$ cat config.mk
export PLATFORM = sky130hd
export DESIGN_NAME = lf_wide_smoother
export DESIGN_NICKNAME = d
export VERILOG_FILES = /design/src/rtl/lf_pkg.sv /design/src/rtl/lf_seq.sv /design/src/rtl/lf_acc.sv /design/src/rtl/lf_wide_smoother.sv
export SDC_FILE = /design/constraint.sdc
export NUM_CORES = 1
export LEC_CHECK = 0
export BUFFER_PORTS_ARGS = -buffer_cell sky130_fd_sc_hd__buf_2
export CORE_AREA = 2 2 235 237
export DETAILED_ROUTE_END_ITERATION = 10
export DIE_AREA = 0 0 237 239
export PLACE_DENSITY = 0.51
export SLEW_MARGIN = 20
export SYNTH_ARGS = -nofsm -noshare
export SYNTH_HDL_FRONTEND = slang
export SYNTH_SLANG_ARGS = --single-unit
$ cat constraint.sdc
create_clock -name clk -period 9.1 [get_ports clk]
set_input_delay 0.91 -clock clk [delete_from_list [all_inputs] [get_ports clk]]
set_output_delay 0.91 -clock clk [all_outputs]
set_load 0.02 [all_outputs]
$ cat src/rtl/lf_pkg.sv
package lf_pkg;
  localparam int NPOS = 16;
  localparam int PW   = $clog2(NPOS);
  typedef logic [PW-1:0] pos_t;
endpackage

$ cat src/rtl/lf_seq.sv
module lf_seq
  import lf_pkg::*;
(
  input  logic clk,
  input  logic rst_n,
  input  logic start,
  input  logic wide_in,
  input  logic adv,
  output logic busy,
  output logic wide,
  output pos_t pos,
  output logic last,
  output pos_t lo_idx,
  output pos_t hi_idx,
  output pos_t nxt_idx,
  output logic done
);
  localparam int W_R     = 7;
  localparam int W_FIRST = 1;
  localparam int W_LAST  = NPOS - 2;
  localparam int M_R     = 3;
  localparam int M_LO    = NPOS / 2 - 4;
  localparam int M_HI    = NPOS / 2 + 3;
  localparam int M_FIRST = M_LO + 1;
  localparam int M_LAST  = M_HI - 1;

  int k_i, lo_i, hi_i;

  always_ff @(posedge clk) begin
    if (!rst_n) begin
      busy <= 1'b0;
      wide <= 1'b0;
      pos  <= '0;
      done <= 1'b0;
    end else begin
      done <= 1'b0;
      if (start) begin
        busy <= 1'b1;
        wide <= wide_in;
        pos  <= wide_in ? pos_t'(W_FIRST) : pos_t'(M_FIRST);
      end else if (adv) begin
        if (last) begin
          busy <= 1'b0;
          done <= 1'b1;
        end else begin
          pos <= pos + 1'b1;
        end
      end
    end
  end

  always_comb begin
    k_i = int'(pos);
    if (wide) begin
      lo_i = (k_i - W_R < 0) ? 0 : k_i - W_R;
      hi_i = (k_i + W_R + 1 > NPOS - 1) ? NPOS - 1 : k_i + W_R + 1;
      last = (k_i == W_LAST);
    end else begin
      lo_i = (k_i - M_R < M_LO) ? M_LO : k_i - M_R;
      hi_i = (k_i + M_R + 1 > M_HI) ? M_HI : k_i + M_R + 1;
      last = (k_i == M_LAST);
    end
    lo_idx  = pos_t'(lo_i);
    hi_idx  = pos_t'(hi_i);
    nxt_idx = pos + 1'b1;
  end
endmodule

$ cat src/rtl/lf_acc.sv
module lf_acc #(
  parameter int ACC_W = 15
) (
  input  logic             clk,
  input  logic             rst_n,
  input  logic             load,
  input  logic [ACC_W-1:0] init,
  input  logic             adv,
  input  logic [ACC_W-1:0] sub_a,
  input  logic [ACC_W-1:0] sub_b,
  input  logic [ACC_W-1:0] add_a,
  input  logic [ACC_W-1:0] add_b,
  output logic [ACC_W-1:0] acc
);
  always_ff @(posedge clk) begin
    if (!rst_n)    acc <= '0;
    else if (load) acc <= init;
    else if (adv)  acc <= acc - sub_a - sub_b + add_a + add_b;
  end
endmodule

$ cat src/rtl/lf_wide_smoother.sv
module lf_wide_smoother
  import lf_pkg::*;
#(
  parameter int BIT_DEPTH = 10
) (
  input  logic                      clk,
  input  logic                      rst_n,
  input  logic                      s_valid,
  output logic                      s_ready,
  input  logic [NPOS*BIT_DEPTH-1:0] s_samples,
  input  logic                      s_wide,
  input  logic                      s_en,
  output logic                      m_valid,
  input  logic                      m_ready,
  output logic [BIT_DEPTH-1:0]      m_data,
  output logic [PW-1:0]             m_pos,
  output logic                      m_last,
  output logic                      done
);
  localparam int ACC_W   = BIT_DEPTH + 5;
  localparam int W_SHIFT = 4;
  localparam int M_SHIFT = 3;
  localparam int M_BASE  = NPOS / 2 - 4;

  logic [BIT_DEPTH-1:0] smp [NPOS];
  logic [ACC_W-1:0]     in_w [NPOS];
  logic [ACC_W-1:0]     init_sum, acc, filt;
  logic                 en_q, busy, wide, last, start, adv;
  pos_t                 pos, lo_idx, hi_idx, nxt_idx;

  assign s_ready = !busy;
  assign start   = s_valid && s_ready;
  assign adv     = m_valid && m_ready;

  for (genvar i = 0; i < NPOS; i++) begin : g_smp
    assign in_w[i] = ACC_W'(s_samples[i*BIT_DEPTH +: BIT_DEPTH]);
    always_ff @(posedge clk) begin
      if (!rst_n)     smp[i] <= '0;
      else if (start) smp[i] <= s_samples[i*BIT_DEPTH +: BIT_DEPTH];
    end
  end

  always_ff @(posedge clk) begin
    if (!rst_n)     en_q <= 1'b0;
    else if (start) en_q <= s_en;
  end

  // first window sums, edge sample replicated toward the outside
  always_comb begin
    if (s_wide) begin
      init_sum = ACC_W'(7) * in_w[0] + ACC_W'(2) * in_w[1] + ACC_W'(8);
      for (int j = 2; j <= NPOS / 2; j++) init_sum = init_sum + in_w[j];
    end else begin
      init_sum = ACC_W'(3) * in_w[M_BASE] + ACC_W'(2) * in_w[M_BASE+1] + ACC_W'(4);
      for (int j = M_BASE + 2; j <= NPOS / 2; j++) init_sum = init_sum + in_w[j];
    end
  end

  lf_seq u_seq (
    .clk     (clk),
    .rst_n   (rst_n),
    .start   (start),
    .wide_in (s_wide),
    .adv     (adv),
    .busy    (busy),
    .wide    (wide),
    .pos     (pos),
    .last    (last),
    .lo_idx  (lo_idx),
    .hi_idx  (hi_idx),
    .nxt_idx (nxt_idx),
    .done    (done)
  );

  lf_acc #(.ACC_W(ACC_W)) u_acc (
    .clk   (clk),
    .rst_n (rst_n),
    .load  (start),
    .init  (init_sum),
    .adv   (adv),
    .sub_a (ACC_W'(smp[lo_idx])),
    .sub_b (ACC_W'(smp[pos])),
    .add_a (ACC_W'(smp[nxt_idx])),
    .add_b (ACC_W'(smp[hi_idx])),
    .acc   (acc)
  );

  assign filt    = wide ? (acc >> W_SHIFT) : (acc >> M_SHIFT);
  assign m_valid = busy;
  assign m_pos   = pos;
  assign m_last  = last;
  assign m_data  = en_q ? filt[BIT_DEPTH-1:0] : smp[pos];
endmodule

==> key figures <==
STA
  • Min cycle time layout: 7540 ps
  • Final Setup Violations: 0
  • F_max: approximately 130 MHz
  • Hold Vio Cnt, Final: 0
  • Final period utilization: around 83%
  • Worst slew margin: between 20 and 30%
  • RSZ-0062 raised after global routing: false
  • Clock skew: around 28 ps
  • Least-Margin Pin Slew: between 1000 and 1500 ps
  • Final Slew Violations: 0
  • Setup TNS: 0 ps

Logic synthesis
  • Top-area cell type share of the netlist area: between 20% and 30%
  • Avg Inst Size Synth: approximately 11 um2
  • Yosys warning count: 0
  • Post-synth top area cell: edfxtp_1
  • Sequential element share of the synthesized area: about 28%
  • Largest cells by area after synthesis: edfxtp_1, fa_1, mux4_2
  • Flops & latches, synth: 186
  • Post-synth EDFFs: 160
  • Cell count after synthesis: approximately 1.7k
  • Post-Syn Nets: about 2.1k
  • Netlist cell types: 73
  • Fraction of registers with async set/reset: 0%
  • Post-synth top flop: edfxtp_1
  • Mapped Area: ~19000 um2

Placed design
  • Final Wtd Congestion: 0.999
  • DP HPWL: around 55000 um
  • PortBufs: roughly 180

Worst hold path
  • Hold endpoint: u_acc.acc[2]
  • Hold depth: 2
  • Hold Crit Class: reg2reg
  • Hold Startpoint: u_acc.acc[2]

Global route
  • Largest net degree at the start of global routing: between 100 and 150
  • First-pass GRT wire length: 103000 um
  • GRT overflow: 0
  • Initial antenna violation count: 6
  • Vias in the first global route: about 15k
  • Overall routing resource usage: between 20% and 30%

Power
  • Worst IR drop on VDD: 0.266 mV
  • Pwr Density: 295 nW/um2
  • P_leak: 0.00886 uW

Route
  • Drt total wl: between 70000 and 80000 um
  • DR iter-0 viols: between 1.5k and 2k
  • Vias per Instance: between 5 and 6
  • Wirelength per Cell: 27.6 um
  • Antenna viol nets, final: 0
  • Via count: between 15k and 20k
  • DR DRC count: 0
  • Total iterations of the first detailed-routing run: 7

Clocking
  • Clock-pin slew on the worst setup and hold paths: 70 ps
  • TritonCTS Buffers: 17
  • Post-CTS sizing: 0
  • TritonCTS clock tree: yes
  • Clock buffer depth: 2
  • H-tree depth: 4
  • Num Clock Sinks: about 190
  • Clock root cell: clkbuf_16
  • Clk_lat worst skew: approximately 480 ps
  • Hold buffer count at cts: 0
  • Postcts setup bufs: 0

Die
  • Core area: roughly 54000 um2
  • Initial core utilization: roughly 35%
  • Die area: ~57000 um2
  • Rows: between 80 and 90
  • Chip width: around 240 um
  • Top Ports: roughly 180
  • Die Ht: between 200 and 250 um

Final layout
  • Antenna diodes: 0
  • Nets@finish: roughly 2.2k
  • Synthesis-to-finish area growth: 11.2%
  • Fin util: 38.4%
  • Fraction of layout cells with a size suffix above 1: roughly 22%

Critical path
  • R2r worst-path depth: 22
  • Crit Reg-Reg Startpoint: u_seq.pos[3]
  • Arr. time, crit path: between 7000 and 8000 ps
  • CP Class: reg2reg
  • Crit end category: register
  • CP max FO: 20
  • Setup slack, reg-to-reg: 1560 ps
  • Startpoint Class: register
  • R2r endpoint: u_acc.acc[11]
  • WP data required: approximately 9400 ps

Flow run
  • Maxcap violations: 0

Run status
  • Status: complete, no violations
[Yosys cell counts (44+ instances only)]
cell type / n
inv_1: 194
and3_1: 164
edfxtp_1: 160
fa_1: 157
mux4_2: 102
clkbuf_1: 90
nand2_1: 90
o21ai_0: 81
ha_1: 63
nor2_1: 62
a21oi_1: 52
mux2i_1: 44
[final cells by class]
type | count | area [um2]
clock buffers | 18 | 429
repair buffers | 207 | 1100
multi-input cells | 1231 | 12300
flip-flops and latches | 186 | 5340
fillers | 5342 | 33500
clock inverters | 13 | 119
well taps | 704 | 881
inverters | 196 | 736
[through the flow]
| step | area [um2] | hold slack, ps | total power [uW] | setup WS (ps) | instances |
|---|---|---|---|---|---|
| after detailed placement | 20300 | 614 | 5390 | 1710 | 2524 |
| final | 20900 | 641 | 6160 | 1560 | 2555 |
| after CTS | 20900 | 638 | 6130 | 1690 | 2555 |
| after floorplan | 18800 | 454 | 4150 | 2900 | 1735 |
| after global placement | 20300 | 615 | 5370 | 1930 | 2524 |
| after global routing | 20900 | 673 | 6690 | 1200 | 2555 |
[flip-flops by register name (all words and copies together) (netlist names), named ones only]
name	flops
u_seq.done	1
en_q	1
u_seq.busy	1
u_seq.wide	1
u_seq.pos	4
smp	160
u_acc.acc	14
[placed cells by master (no fill, tap or decap), types with 25 or more instances in the layout]
master	Yosys	layout
nand2_1	90	89
mux2_2	43	43
nand3_1	28	28
and3_1	164	164
xnor2_1	27	25
a21oi_1	52	52
nor2_1	62	62
o21ai_0	81	80
nor3_1	25	25
mux4_2	102	102
edfxtp_1	160	160
ha_1	63	62
a221oi_1	27	27
o22ai_1	37	37
buf_2	14	182
fa_1	157	157
inv_1	194	194
buf_4	1	25
mux2i_1	44	43
[cells by family (layout without fill, tap and decap cells)]
| kind of cell | Yosys count | after routing | synth area share, % |
|---|---|---|---|
| AO/OA/AOI/OAI | 349 | 349 | 12.7 |
| buffers and inverters | 318 | 434 | 6.56 |
| adder cells (fa/ha/maj) | 221 | 221 | 21.0 |
| AND/OR/NAND/NOR | 430 | 430 | 12.1 |
| XOR/XNOR | 39 | 39 | 1.82 |
| multiplexers | 192 | 192 | 17.4 |
| flip-flops | 186 | 186 | 28.4 |
[critical path, cell delays in order (launching register included)]
cell	delay, ps
dfxtp_1	630
clkinv_1	490
ha_1	330
and2_1	160
o21ai_1	120
buf_4	280
o32a_1	900
buf_4	400
nor2_1	100
o32a_1	360
a211oi_1	560
fa_1	530
inv_1	80
fa_1	440
fa_1	550
inv_1	40
ha_1	350
a211oi_1	220
nand3_1	160
a2111oi_0	440
nor4_1	90
o21ai_0	80
a21oi_1	50
[worst max path at each step]
stage / start / endpoint / depth (start not counted)
after floorplan: u_seq.pos[2] / u_acc.acc[12] / 25
after global placement: u_seq.pos[3] / u_acc.acc[11] / 22
after detailed placement: u_seq.pos[3] / u_acc.acc[11] / 22
after CTS: u_seq.pos[3] / u_acc.acc[11] / 22
after global routing: u_seq.pos[3] / u_acc.acc[11] / 22
final: u_seq.pos[3] / u_acc.acc[11] / 22
[power breakdown]
| part | switching, uW | leakage, uW | internal [uW] |
|---|---|---|---|
| logic | 2490 | 0.00665 | 1790 |
| registers | 145 | 0.00195 | 1020 |
| clock network | 341 | 0.000262 | 378 |
[per-layer routing]
| layer | global-route usage [%] | part of all wire, % |
|---|---|---|
| met5 | 0 | 0 |
| met4 | 10.9 | 4.4 |
| met1 | 34.7 | 43 |
| met3 | 2.91 | 5.8 |
| met2 | 40.5 | 46 |
Note: power is estimated with default switching activity, not from simulation.
